===== src/rtl/flash_prog_pkg.sv =====
package flash_prog_pkg;

  localparam logic [15:0] UNLK_ADDR_A = 16'h5555;
  localparam logic [15:0] UNLK_ADDR_B = 16'h2AAA;
  localparam logic [7:0]  UNLK_DATA_A = 8'hAA;
  localparam logic [7:0]  UNLK_DATA_B = 8'h55;
  localparam logic [7:0]  CMD_PROG    = 8'hA0;
  localparam logic [7:0]  CMD_ERASE   = 8'h80;
  localparam logic [7:0]  CMD_CHIP    = 8'h10;
  localparam logic [7:0]  CMD_SECT    = 8'h30;
  localparam logic [7:0]  CMD_RESET   = 8'hF0;

  localparam int ST_POLL_BIT   = 7;
  localparam int ST_TOGGLE_BIT = 6;
  localparam int ST_LIMIT_BIT  = 5;

  typedef enum logic [1:0] {K_PROG, K_SECT, K_CHIP} op_kind_e;

  typedef enum logic [2:0] {V_WAIT, V_PRIME, V_RECHK, V_PASS, V_FAIL} verdict_e;

  typedef struct packed {
    logic        at_tgt;
    logic [15:0] uaddr;
    logic [7:0]  data;
  } cmd_step_t;

  function automatic op_kind_e decode_op(logic [1:0] op);
    if (op == 2'b00)      return K_PROG;
    else if (op == 2'b01) return K_SECT;
    else                  return K_CHIP;
  endfunction

  function automatic logic [2:0] last_step(op_kind_e k);
    return (k == K_PROG) ? 3'd3 : 3'd5;
  endfunction

  function automatic cmd_step_t cmd_step(op_kind_e k, logic [2:0] idx, logic [7:0] pdata);
    cmd_step_t s;
    s = '{at_tgt: 1'b0, uaddr: UNLK_ADDR_A, data: UNLK_DATA_A};
    case (idx)
      3'd0: s = '{1'b0, UNLK_ADDR_A, UNLK_DATA_A};
      3'd1: s = '{1'b0, UNLK_ADDR_B, UNLK_DATA_B};
      3'd2: s = '{1'b0, UNLK_ADDR_A, (k == K_PROG) ? CMD_PROG : CMD_ERASE};
      3'd3: s = (k == K_PROG) ? '{1'b1, 16'h0000, pdata} : '{1'b0, UNLK_ADDR_A, UNLK_DATA_A};
      3'd4: s = '{1'b0, UNLK_ADDR_B, UNLK_DATA_B};
      default: s = (k == K_SECT) ? '{1'b1, 16'h0000, CMD_SECT} : '{1'b0, UNLK_ADDR_A, CMD_CHIP};
    endcase
    return s;
  endfunction

endpackage


===== src/rtl/flash_bus_phy.sv =====
module flash_bus_phy #(
  parameter int ADDR_W      = 19,
  parameter int WE_LOW_CYC  = 13,
  parameter int WE_HIGH_CYC = 10,
  parameter int OE_LOW_CYC  = 20,
  parameter int OE_HIGH_CYC = 6
) (
  input  logic              clk_i,
  input  logic              rst_ni,
  input  logic              start_i,
  input  logic              rd_i,
  input  logic [ADDR_W-1:0] addr_i,
  input  logic [7:0]        wdata_i,
  output logic              idle_o,
  output logic              done_o,
  output logic [7:0]        rdata_o,
  output logic [ADDR_W-1:0] fb_addr_o,
  output logic [7:0]        fb_dq_o,
  output logic              fb_dq_oe_o,
  input  logic [7:0]        fb_dq_i,
  output logic              fb_ce_no,
  output logic              fb_we_no,
  output logic              fb_oe_no
);

  localparam int MAX_AB = (WE_LOW_CYC > WE_HIGH_CYC) ? WE_LOW_CYC : WE_HIGH_CYC;
  localparam int MAX_CD = (OE_LOW_CYC > OE_HIGH_CYC) ? OE_LOW_CYC : OE_HIGH_CYC;
  localparam int MAXC   = (MAX_AB > MAX_CD) ? MAX_AB : MAX_CD;
  localparam int CNT_W  = $clog2(MAXC + 1);

  typedef enum logic [1:0] {PH_IDLE, PH_SETUP, PH_ACT, PH_REC} ph_e;

  ph_e              st_q, st_d;
  logic [CNT_W-1:0] cnt_q, cnt_d, act_last, rec_last;
  logic             rd_q, rd_d, launch;
  logic [ADDR_W-1:0] addr_q;
  logic [7:0]       wdata_q, rdata_q;
  logic             ce_q, we_q, oe_q, drv_q;

  assign launch   = (st_q == PH_IDLE) && start_i;
  assign rd_d     = launch ? rd_i : rd_q;
  assign act_last = rd_q ? CNT_W'(OE_LOW_CYC - 1)  : CNT_W'(WE_LOW_CYC - 1);
  assign rec_last = rd_q ? CNT_W'(OE_HIGH_CYC - 1) : CNT_W'(WE_HIGH_CYC - 1);

  always_comb begin
    st_d   = st_q;
    cnt_d  = cnt_q;
    done_o = 1'b0;
    case (st_q)
      PH_IDLE:  if (start_i) begin st_d = PH_SETUP; cnt_d = '0; end
      PH_SETUP: begin st_d = PH_ACT; cnt_d = '0; end
      PH_ACT: begin
        if (cnt_q == act_last) begin st_d = PH_REC; cnt_d = '0; end
        else cnt_d = cnt_q + 1'b1;
      end
      default: begin
        if (cnt_q == rec_last) begin st_d = PH_IDLE; cnt_d = '0; done_o = 1'b1; end
        else cnt_d = cnt_q + 1'b1;
      end
    endcase
  end

  always_ff @(posedge clk_i or negedge rst_ni) begin
    if (!rst_ni) begin
      st_q    <= PH_IDLE;
      cnt_q   <= '0;
      rd_q    <= 1'b0;
      addr_q  <= '0;
      wdata_q <= '0;
      rdata_q <= '0;
      ce_q    <= 1'b1;
      we_q    <= 1'b1;
      oe_q    <= 1'b1;
      drv_q   <= 1'b0;
    end else begin
      st_q  <= st_d;
      cnt_q <= cnt_d;
      rd_q  <= rd_d;
      if (launch) begin
        addr_q  <= addr_i;
        wdata_q <= wdata_i;
      end
      if (st_q == PH_ACT && rd_q && cnt_q == act_last) rdata_q <= fb_dq_i;
      // strobes registered from next state: glitch-free pins
      ce_q  <= (st_d == PH_IDLE);
      we_q  <= !(st_d == PH_ACT && !rd_d);
      oe_q  <= !(st_d == PH_ACT && rd_d);
      drv_q <= (st_d != PH_IDLE) && !rd_d;
    end
  end

  assign idle_o     = (st_q == PH_IDLE);
  assign rdata_o    = rdata_q;
  assign fb_addr_o  = addr_q;
  assign fb_dq_o    = wdata_q;
  assign fb_dq_oe_o = drv_q;
  assign fb_ce_no   = ce_q;
  assign fb_we_no   = we_q;
  assign fb_oe_no   = oe_q;

endmodule


===== src/rtl/flash_poll_eval.sv =====
module flash_poll_eval
  import flash_prog_pkg::*;
(
  input  logic     toggle_i,
  input  logic     first_i,
  input  logic     rechk_i,
  input  logic     exp7_i,
  input  logic     prev6_i,
  input  logic [7:0] rdata_i,
  output verdict_e verdict_o
);

  logic poll_ok, tog_still, limit;

  assign poll_ok   = (rdata_i[ST_POLL_BIT] == exp7_i);
  assign tog_still = (rdata_i[ST_TOGGLE_BIT] == prev6_i);
  assign limit     = rdata_i[ST_LIMIT_BIT];

  always_comb begin
    verdict_o = V_WAIT;
    if (!toggle_i) begin
      if (poll_ok)      verdict_o = V_PASS;
      else if (rechk_i) verdict_o = V_FAIL;
      else if (limit)   verdict_o = V_RECHK;
    end else begin
      if (first_i)        verdict_o = V_PRIME;
      else if (tog_still) verdict_o = V_PASS;
      else if (rechk_i)   verdict_o = V_FAIL;
      else if (limit)     verdict_o = V_RECHK;
    end
  end

endmodule


===== src/rtl/flash_prog_seq.sv =====
module flash_prog_seq
  import flash_prog_pkg::*;
#(
  parameter int ADDR_W = 19
) (
  input  logic              clk_i,
  input  logic              rst_ni,
  input  logic              req_valid_i,
  input  logic [1:0]        req_op_i,
  input  logic              req_toggle_i,
  input  logic [ADDR_W-1:0] req_addr_i,
  input  logic [7:0]        req_data_i,
  output logic              busy_o,
  output logic              done_o,
  output logic              pass_o,
  output logic              phy_start_o,
  output logic              phy_rd_o,
  output logic [ADDR_W-1:0] phy_addr_o,
  output logic [7:0]        phy_wdata_o,
  input  logic              phy_idle_i,
  input  logic              phy_done_i,
  input  logic [7:0]        phy_rdata_i,
  input  verdict_e          verdict_i,
  output logic              ev_toggle_o,
  output logic              ev_first_o,
  output logic              ev_rechk_o,
  output logic              ev_exp7_o,
  output logic              ev_prev6_o
);

  typedef enum logic [2:0] {SQ_IDLE, SQ_WR, SQ_RD, SQ_RST, SQ_FIN} sq_e;

  sq_e               st_q;
  op_kind_e          kind_q;
  logic              tog_q, pend_q, first_q, rechk_q, prev6_q, pass_q;
  logic [2:0]        step_q;
  logic [ADDR_W-1:0] tgt_addr_q;
  logic [7:0]        tgt_data_q;
  cmd_step_t         cs;
  logic              on_bus;

  assign cs          = cmd_step(kind_q, step_q, tgt_data_q);
  assign on_bus      = (st_q == SQ_WR) || (st_q == SQ_RD) || (st_q == SQ_RST);
  assign phy_start_o = on_bus && !pend_q && phy_idle_i;
  assign phy_rd_o    = (st_q == SQ_RD);

  always_comb begin
    phy_addr_o  = tgt_addr_q;
    phy_wdata_o = '0;
    case (st_q)
      SQ_WR: begin
        phy_addr_o  = cs.at_tgt ? tgt_addr_q : ADDR_W'(cs.uaddr);
        phy_wdata_o = cs.data;
      end
      SQ_RST: begin
        phy_addr_o  = ADDR_W'(UNLK_ADDR_A);
        phy_wdata_o = CMD_RESET;
      end
      default: ;
    endcase
  end

  always_ff @(posedge clk_i or negedge rst_ni) begin
    if (!rst_ni) begin
      st_q       <= SQ_IDLE;
      kind_q     <= K_PROG;
      tog_q      <= 1'b0;
      pend_q     <= 1'b0;
      first_q    <= 1'b1;
      rechk_q    <= 1'b0;
      prev6_q    <= 1'b0;
      pass_q     <= 1'b0;
      step_q     <= '0;
      tgt_addr_q <= '0;
      tgt_data_q <= '0;
    end else begin
      if (phy_start_o)     pend_q <= 1'b1;
      else if (phy_done_i) pend_q <= 1'b0;
      case (st_q)
        SQ_IDLE: if (req_valid_i) begin
          kind_q     <= decode_op(req_op_i);
          tog_q      <= req_toggle_i;
          tgt_addr_q <= req_addr_i;
          tgt_data_q <= req_data_i;
          step_q     <= '0;
          first_q    <= 1'b1;
          rechk_q    <= 1'b0;
          pass_q     <= 1'b0;
          st_q       <= SQ_WR;
        end
        SQ_WR: if (phy_done_i) begin
          if (step_q == last_step(kind_q)) st_q <= SQ_RD;
          else step_q <= step_q + 3'd1;
        end
        SQ_RD: if (phy_done_i) begin
          prev6_q <= phy_rdata_i[ST_TOGGLE_BIT];
          first_q <= 1'b0;
          case (verdict_i)
            V_RECHK: rechk_q <= 1'b1;
            V_PASS:  begin pass_q <= 1'b1; st_q <= SQ_FIN; end
            V_FAIL:  st_q <= SQ_RST;
            default: ;
          endcase
        end
        SQ_RST: if (phy_done_i) st_q <= SQ_FIN;
        default: st_q <= SQ_IDLE;
      endcase
    end
  end

  assign busy_o      = (st_q != SQ_IDLE);
  assign done_o      = (st_q == SQ_FIN);
  assign pass_o      = pass_q;
  assign ev_toggle_o = tog_q;
  assign ev_first_o  = first_q;
  assign ev_rechk_o  = rechk_q;
  assign ev_exp7_o   = (kind_q == K_PROG) ? tgt_data_q[ST_POLL_BIT] : 1'b1;
  assign ev_prev6_o  = prev6_q;

endmodule


===== src/rtl/flash_prog_ctrl.sv =====
module flash_prog_ctrl
  import flash_prog_pkg::*;
#(
  parameter int ADDR_W      = 19,
  parameter int WE_LOW_CYC  = 13,
  parameter int WE_HIGH_CYC = 10,
  parameter int OE_LOW_CYC  = 20,
  parameter int OE_HIGH_CYC = 6
) (
  input  logic              clk_i,
  input  logic              rst_ni,
  input  logic              req_valid_i,
  input  logic [1:0]        req_op_i,
  input  logic              req_toggle_i,
  input  logic [ADDR_W-1:0] req_addr_i,
  input  logic [7:0]        req_data_i,
  output logic              busy_o,
  output logic              done_o,
  output logic              pass_o,
  output logic [ADDR_W-1:0] fb_addr_o,
  output logic [7:0]        fb_dq_o,
  output logic              fb_dq_oe_o,
  input  logic [7:0]        fb_dq_i,
  output logic              fb_ce_no,
  output logic              fb_we_no,
  output logic              fb_oe_no
);

  logic              phy_start, phy_rd, phy_idle, phy_done;
  logic [ADDR_W-1:0] phy_addr;
  logic [7:0]        phy_wdata, phy_rdata;
  logic              ev_toggle, ev_first, ev_rechk, ev_exp7, ev_prev6;
  verdict_e          verdict;

  flash_prog_seq #(.ADDR_W(ADDR_W)) u_seq (
    .clk_i, .rst_ni, .req_valid_i, .req_op_i, .req_toggle_i, .req_addr_i, .req_data_i,
    .busy_o, .done_o, .pass_o,
    .phy_start_o (phy_start),
    .phy_rd_o    (phy_rd),
    .phy_addr_o  (phy_addr),
    .phy_wdata_o (phy_wdata),
    .phy_idle_i  (phy_idle),
    .phy_done_i  (phy_done),
    .phy_rdata_i (phy_rdata),
    .verdict_i   (verdict),
    .ev_toggle_o (ev_toggle),
    .ev_first_o  (ev_first),
    .ev_rechk_o  (ev_rechk),
    .ev_exp7_o   (ev_exp7),
    .ev_prev6_o  (ev_prev6)
  );

  flash_poll_eval u_eval (
    .toggle_i  (ev_toggle),
    .first_i   (ev_first),
    .rechk_i   (ev_rechk),
    .exp7_i    (ev_exp7),
    .prev6_i   (ev_prev6),
    .rdata_i   (phy_rdata),
    .verdict_o (verdict)
  );

  flash_bus_phy #(
    .ADDR_W(ADDR_W), .WE_LOW_CYC(WE_LOW_CYC), .WE_HIGH_CYC(WE_HIGH_CYC),
    .OE_LOW_CYC(OE_LOW_CYC), .OE_HIGH_CYC(OE_HIGH_CYC)
  ) u_phy (
    .clk_i, .rst_ni,
    .start_i  (phy_start),
    .rd_i     (phy_rd),
    .addr_i   (phy_addr),
    .wdata_i  (phy_wdata),
    .idle_o   (phy_idle),
    .done_o   (phy_done),
    .rdata_o  (phy_rdata),
    .fb_addr_o, .fb_dq_o, .fb_dq_oe_o, .fb_dq_i, .fb_ce_no, .fb_we_no, .fb_oe_no
  );

endmodule


===== config.mk =====
export PLATFORM = sky130hd
export DESIGN_NAME = flash_prog_ctrl
export DESIGN_NICKNAME = d
export VERILOG_FILES = /design/src/rtl/flash_prog_pkg.sv /design/src/rtl/flash_bus_phy.sv /design/src/rtl/flash_poll_eval.sv /design/src/rtl/flash_prog_seq.sv /design/src/rtl/flash_prog_ctrl.sv
export SDC_FILE = /design/constraint.sdc
export NUM_CORES = 1
export LEC_CHECK = 0
export BUFFER_PORTS_ARGS = -buffer_cell sky130_fd_sc_hd__buf_4
export CAP_MARGIN = 20
export CORE_MARGIN = 2
export CORE_UTILIZATION = 56
export CTS_CLUSTER_DIAMETER = 40
export DETAILED_ROUTE_END_ITERATION = 12
export MAX_ROUTING_LAYER = met4
export PLACE_DENSITY = 0.83
export SLEW_MARGIN = 40
export SYNTH_ARGS = -nofsm -noshare
export SYNTH_HDL_FRONTEND = slang
export SYNTH_HIERARCHICAL = 1
export SYNTH_SLANG_ARGS = --single-unit

===== constraint.sdc =====
create_clock -name clk_i -period 3.09 [get_ports clk_i]
set_clock_uncertainty 0.15 [all_clocks]
set_input_delay 0.309 -clock clk_i [delete_from_list [all_inputs] [get_ports clk_i]]
set_output_delay 0.309 -clock clk_i [all_outputs]
set_load 0.02 [all_outputs]

==> summary.md, run 1 <==
| Metric | Value |
|---|---|
| Detailed-route DRC error count | 0 |
| Final wirelength | 9.81 mm |
| Synth warn | 6 |
| WL per Instance | 16.3 um |
| Lkg Pwr | 2.67 nW |
| Setup TNS | 0 ps |
| First-pass iteration count of the detailed router | 4 |
| Critical-path cell list | inv_1 -> ha_1 -> nor4b_4 -> a22oi_2 -> o21a_2 -> o21a_1 -> mux2_2 |
| Critical Path Max Stage Delay | 520 ps |
| Slowest CP cell | dfrtp_1 |
| Initial antenna violation count | 0 |
| Worst slew pin tran | 617 ps |
| Fin crit share | 81.4% |
| Int Pwr | 1.45 mW |
| Fillcell total | 504 |
| Routed Antenna Nets | 0 |
| Vias | 3,315 |
| Clk buf depth | 2 |
| Initial Util | 57.9% |
| Crit Path Class | reg2reg |
| # rows | 31 |
| Clock Latency Late Sink | 350 ps |
| Critical path's top delay family | compound AO/OA/AOI/OAI gates |
| Avg Cell Area, Syn | 10.5 um2 |
| Status | complete, no violations |
| First-pass GRT wire length | 16.4 mm |
| Setup crit start kind | flop |
| Hold Fails Final Rpt | 0 |
| Inserted Clock Buffers | 9 |
| Total Routing Usage GR | 26.0% |
| Most frequent cells in the layout | 106 x nand2_1, 79 x dfrtp_1, 73 x buf_4, 32 x mux2_2, 29 x dlygate4sd3_1 |
| DRT iter0 DRCs | 145 |
| Arr. time, crit path | 2610 ps |
| Sw Ratio | 23.9% |
| Pwr Density | 360 nW/um2 |
| Post-DP HPWL | 6.38 mm |
| Clock-pin transition on the worst setup and hold timing paths | 90 ps |
| Pwr Total | 1.90 mW |
| Die area | 8200 um2 |
| GRT overflow | 0 |
| Max-slew violation count | 0 |
| Clock share of power | 37.6% |
| Core box area | 7250 um2 |
| Sequential Power Share | 57.3% |
| IO Port Bufs | 69 |
| Mapped Cells | 398 |
| H-Tree Depth | 3 |
| Ant diodes | 0 |
| Final setup vio count | 0 |
| Commonest non-fill, non-tap cell in the layout | nand2_1 |
| Root Driver | clkbuf_8 |
| Pre-CTS setup slack | 631 ps |
| VDD IR max | 279 uV |
| Largest net degree at the start of global routing | 84 |
| Netlist Area Pre-Place | 4200 um2 |
| CP endpoint kind | flop |
| HP Class | in2reg |
| Post-cts resize count | 0 |
| Vias in the first global route | 3,433 |
| Crit path time final | 2520 ps |
| TritonCTS Sinks | 83 |
| Worst slew margin | 58.8% |
| Max_cap viols | 0 |
| Critical Path RT | 3180 ps |
| Worst Setup Slack, final | 573 ps |
| Sw power | 454 uW |
| Die width | 90.6 um |
| Crit-path max FO | 9 |
| P&R area growth vs syn | 25.6% |
| Syn_nets | 451 |
| Max Clk Rate | 0.397 GHz |
| Comb pwr share | 5.1% |
| Share of cells above drive strength 1 | 31.6% |
| Layout Nets | 551 |
| RSZ-0062 raised after global routing | false |
| Buffers plus inverters on the worst setup path | 1 |
| Gpl congestion | 0.889 |
| Vias per cell | 5.51 |
| TritonCTS clock tree | yes |
| Die Y | 90.6 um |
| Ports | 75 |
==> power groups by stage <==
stage / clock network, mW / registers, mW / logic (mW)
CTS: 0.729 / 1.09 / 0.0950
finish: 0.713 / 1.09 / 0.0976
detailed placement: 0 / 1.11 / 0.0654
global route: 0.775 / 1.09 / 0.108
floorplan: 0 / 1.11 / 0.00722
global placement: 0 / 1.11 / 0.0641
==> metal layers <==
layer	wire [um]	track usage, %	vias to the layer above
met5	0	-	-
met4	208	11.9	0
met3	436	4.17	18
met2	5110	42.7	111
met1	4050	31.9	1629
li1	-	-	1557
==> final timing paths <==
| check | slack (ps) | start | cells after the start | end |
|---|---|---|---|---|
| max in group asynchronous | 1890 | rst_ni | 3 | u_phy/fb_oe_no |
| hold / removal | 40 | fb_dq_i[6] | 2 | u_phy/rdata_o[6] |
| hold reg to reg | 330 | u_seq/tgt_data_q[7] | 2 | u_seq/tgt_data_q[7] |
| setup / recovery | 570 | u_seq/step_q[2] | 7 | u_phy/fb_addr_o[12] |
| min in group asynchronous | 270 | rst_ni | 2 | u_seq/step_q[2] |
| setup reg to reg | 570 | u_seq/step_q[2] | 7 | u_phy/fb_addr_o[12] |
==> through the flow <==
| stage | cells | cell area, um2 | util, % | hold slack, ps |
|---|---|---|---|---|
| 6_report | 602 | 5270 | 72.7 | 42.6 |
| 5_1_grt | 602 | 5270 | 72.7 | 30.0 |
| 4_1_cts | 601 | 5250 | 72.4 | 20.3 |
| 3_5_place_dp | 556 | 4780 | 65.9 | 258 |
| 3_3_place_gp | 556 | 4780 | 65.9 | 300 |
| 2_1_floorplan | 398 | 4200 | - | -137 |
==> worst reg2reg max path, cell delays in order (launching register included) <==
cell and delay, ps:
dfrtp_1 520, inv_1 130, ha_1 310, nor4b_4 340, a22oi_2 170, o21a_2 320, o21a_1 190, mux2_2 250
==> state kept, by name, indices dropped and copies added, names as in the netlist, 2 cells and up <==
signal	count
u_seq/kind_q	2
u_seq/tgt_data_q	8
u_phy/rdata_o	3
u_phy/fb_addr_o	19
u_phy/st_q	2
u_seq/tgt_addr_q	19
u_seq/st_q	3
u_phy/fb_dq_o	8
u_phy/cnt_q	5
u_seq/step_q	3
==> area by class of cell <==
cell class	count	area, um2	share of cell area [%]
sequential	83	2080	39.5
multi-input combinational	287	1970	37.4
timing repair buffer	104	870	16.5
clock buffer	10	128	2.42
tap	99	124	2.35
clock inverter	6	50.0	0.949
inverter	13	48.8	0.925
==> what timing repair did <==
item / in CTS / in global routing
endpoints found under the hold margin: 107 / 0
hold buffers: 29 / 0
setup buffers: 0 / 0
Power figures use the tool's default switching activity.
==> run 2: changes to the inputs <==
Settings changed: ABC_AREA set to 1, CORE_UTILIZATION 56 to 57.
Clock period 3.09 ns to 2.4 ns, I/O delays scaled along.
==> summary.md, run 2 <==
| Metric | Value |
|---|---|
| Status | complete, no violations |
| Max Clk Rate | 0.439 GHz |
| Arr. time, crit path | 2390 ps |
| RSZ-0062 raised after global routing | true |
| Final setup vio count | 0 |
| Clock-pin transition on the worst setup and hold timing paths | 90 ps |
| Inserted Clock Buffers | 9 |
| Commonest non-fill, non-tap cell in the layout | nand2_1 |
| H-Tree Depth | 3 |
| Root Driver | clkbuf_8 |
| First-pass iteration count of the detailed router | 5 |
| GRT overflow | 0 |
| Synth warn | 6 |
| Share of cells above drive strength 1 | 25.0% |
| Largest net degree at the start of global routing | 51 |
| Most frequent cells in the layout | 160 x nand2_1, 79 x dfrtp_1, 76 x buf_4, 72 x inv_1, 41 x o21ai_0 |
| Vias in the first global route | 3,811 |
| Max_cap viols | 0 |
| Die width | 91.9 um |
| Pre-CTS setup slack | 134 ps |
| Crit Path Class | reg2reg |
| Fin crit share | 95.0% |
| Netlist Area Pre-Place | 4410 um2 |
| Crit-path max FO | 3 |
| Post-route cell area | 5610 um2 |
| VDD IR max | 792 uV |
| Core box area | 7610 um2 |
| Critical Path RT | 2510 ps |
| Mapped Cells | 532 |
| Detailed-route DRC error count | 0 |
| Clock Latency Late Sink | 360 ps |
| TritonCTS clock tree | yes |
| Hold Fails Final Rpt | 0 |
| Area of the multi-input gates | 1980 um2 |
| Pwr Density | 1270 nW/um2 |
| # rows | 32 |
| Initial antenna violation count | 0 |
| P&R area growth vs syn | 27.3% |
| Worst Setup Slack, final | 121 ps |
| Final wirelength | 10.4 mm |
| Gpl congestion | 0.889 |
| Clk buf depth | 2 |
| Hold_ws | 15.6 ps |
| DRT iter0 DRCs | 270 |
| Lkg Pwr | 2.88 nW |
| Total Routing Usage GR | 26.1% |
| Worst slew margin | 58.2% |
| Crit path time final | 2280 ps |
| Ant diodes | 0 |
| CP endpoint kind | flop |
| Ports | 75 |
| Vias per cell | 5.20 |
| Sequential cell area | 2080 um2 |
| Avg Cell Area, Syn | 8.28 um2 |
| HP Class | in2reg |
| Routed Antenna Nets | 0 |
| WL per Instance | 14.0 um |
| Dpl cell area | 5050 um2 |
| Vias | 3,884 |
| TritonCTS Sinks | 83 |
| Setup TNS | 0 ps |
| Fillcell total | 580 |
| Worst slew pin tran | 627 ps |
| Layout Nets | 693 |
| Die area | 8450 um2 |
| IO Port Bufs | 69 |
| First-pass GRT wire length | 17.1 mm |
| Die Y | 91.9 um |
| Syn_nets | 585 |
| Max-slew violation count | 0 |
| Setup crit start kind | flop |
| Post-DP HPWL | 7.16 mm |
| Initial Util | 57.9% |
## run 2: cell count changes in the layout (fill, tap and decap cells not counted), sizes merged, moves of 6 or more
cell / previous run / this run
nand2: 106 / 172
inv: 14 / 79
nand3: 4 / 36
o21ai: 13 / 45
nor2: 11 / 29
a21o: 12 / 0
and2: 8 / 0
mux2: 34 / 27
o21a: 9 / 2
nor2b: 6 / 0
## run 2: per-layer routing
| metal | global-route usage [%] | wire length (um) | vias up |
|---|---|---|---|
| li1 | - | - | 1900 |
| met1 | 30.9 | 4260 | 1846 |
| met2 | 46.3 | 5550 | 126 |
| met3 | 3.29 | 511 | 12 |
| met4 | 8.96 | 116 | 0 |
| met5 | - | 0 | - |
## run 2: per-stage QoR
step | utilization [%] | power [mW] | std cells
6_report | 73.8 | 7.14 | 747
5_1_grt | 73.8 | 7.71 | 747
4_1_cts | 73.5 | 7.08 | 747
3_5_place_dp | 66.4 | 5.98 | 698
3_3_place_gp | 66.4 | 5.78 | 698
2_1_floorplan | - | 4.87 | 532
## run 2: layout make-up
class                           count  area share (%)
Timing Repair Buffer              110            16.4
Tap cell                          102            2.27
Clock buffer                       10            2.45
Clock inverter                      6            1.29
Inverter                           77            5.15
Multi-Input combinational cell    359            35.3
Sequential cell                    83            37.1
## run 2: path summary, 6_finish.rpt
path | from | end | slack (ps) | depth (start not counted)
min in group asynchronous | rst_ni | u_phy/fb_addr_o[7] | 300 | 2
worst min register to register | u_seq/tgt_addr_q[16] | u_seq/tgt_addr_q[16] | 320 | 2
worst max-delay path | u_seq/kind_q[1] | u_seq/st_q[2] | 120 | 14
worst max register to register | u_seq/kind_q[1] | u_seq/st_q[2] | 120 | 14
worst min-delay path | req_op_i[1] | u_seq/kind_q[0] | 20 | 4
max in group asynchronous | rst_ni | u_seq/ev_first_o | 1070 | 3
## run 2: where the power goes
group / switching, mW / leakage [nW] / internal (mW)
combinational: 2.32 / 1.73 / 1.37
clock: 0.537 / 0.103 / 0.521
sequential: 0.381 / 1.04 / 2.01
## run 2: worst max-delay path, cell delays in order, from the launching register on
cell and delay [ps]:
dfrtp_1 410, inv_1 80, nand2_1 80, or2_2 320
inv_1 80, nand2_2 50, nand3_2 70, nand2_1 50
inv_1 40, inv_1 60, nor3_1 280, nor2_1 110
nor2_2 130, nand3_1 120, a21oi_1 160
## run 2: repair_timing
action                                  4_1_cts  5_1_grt
hold buffers                                 33        0
resized for setup                             0        5
endpoints found under the hold margin        79        0
endpoints found under the setup margin        0        7
buffers inserted                              0        0
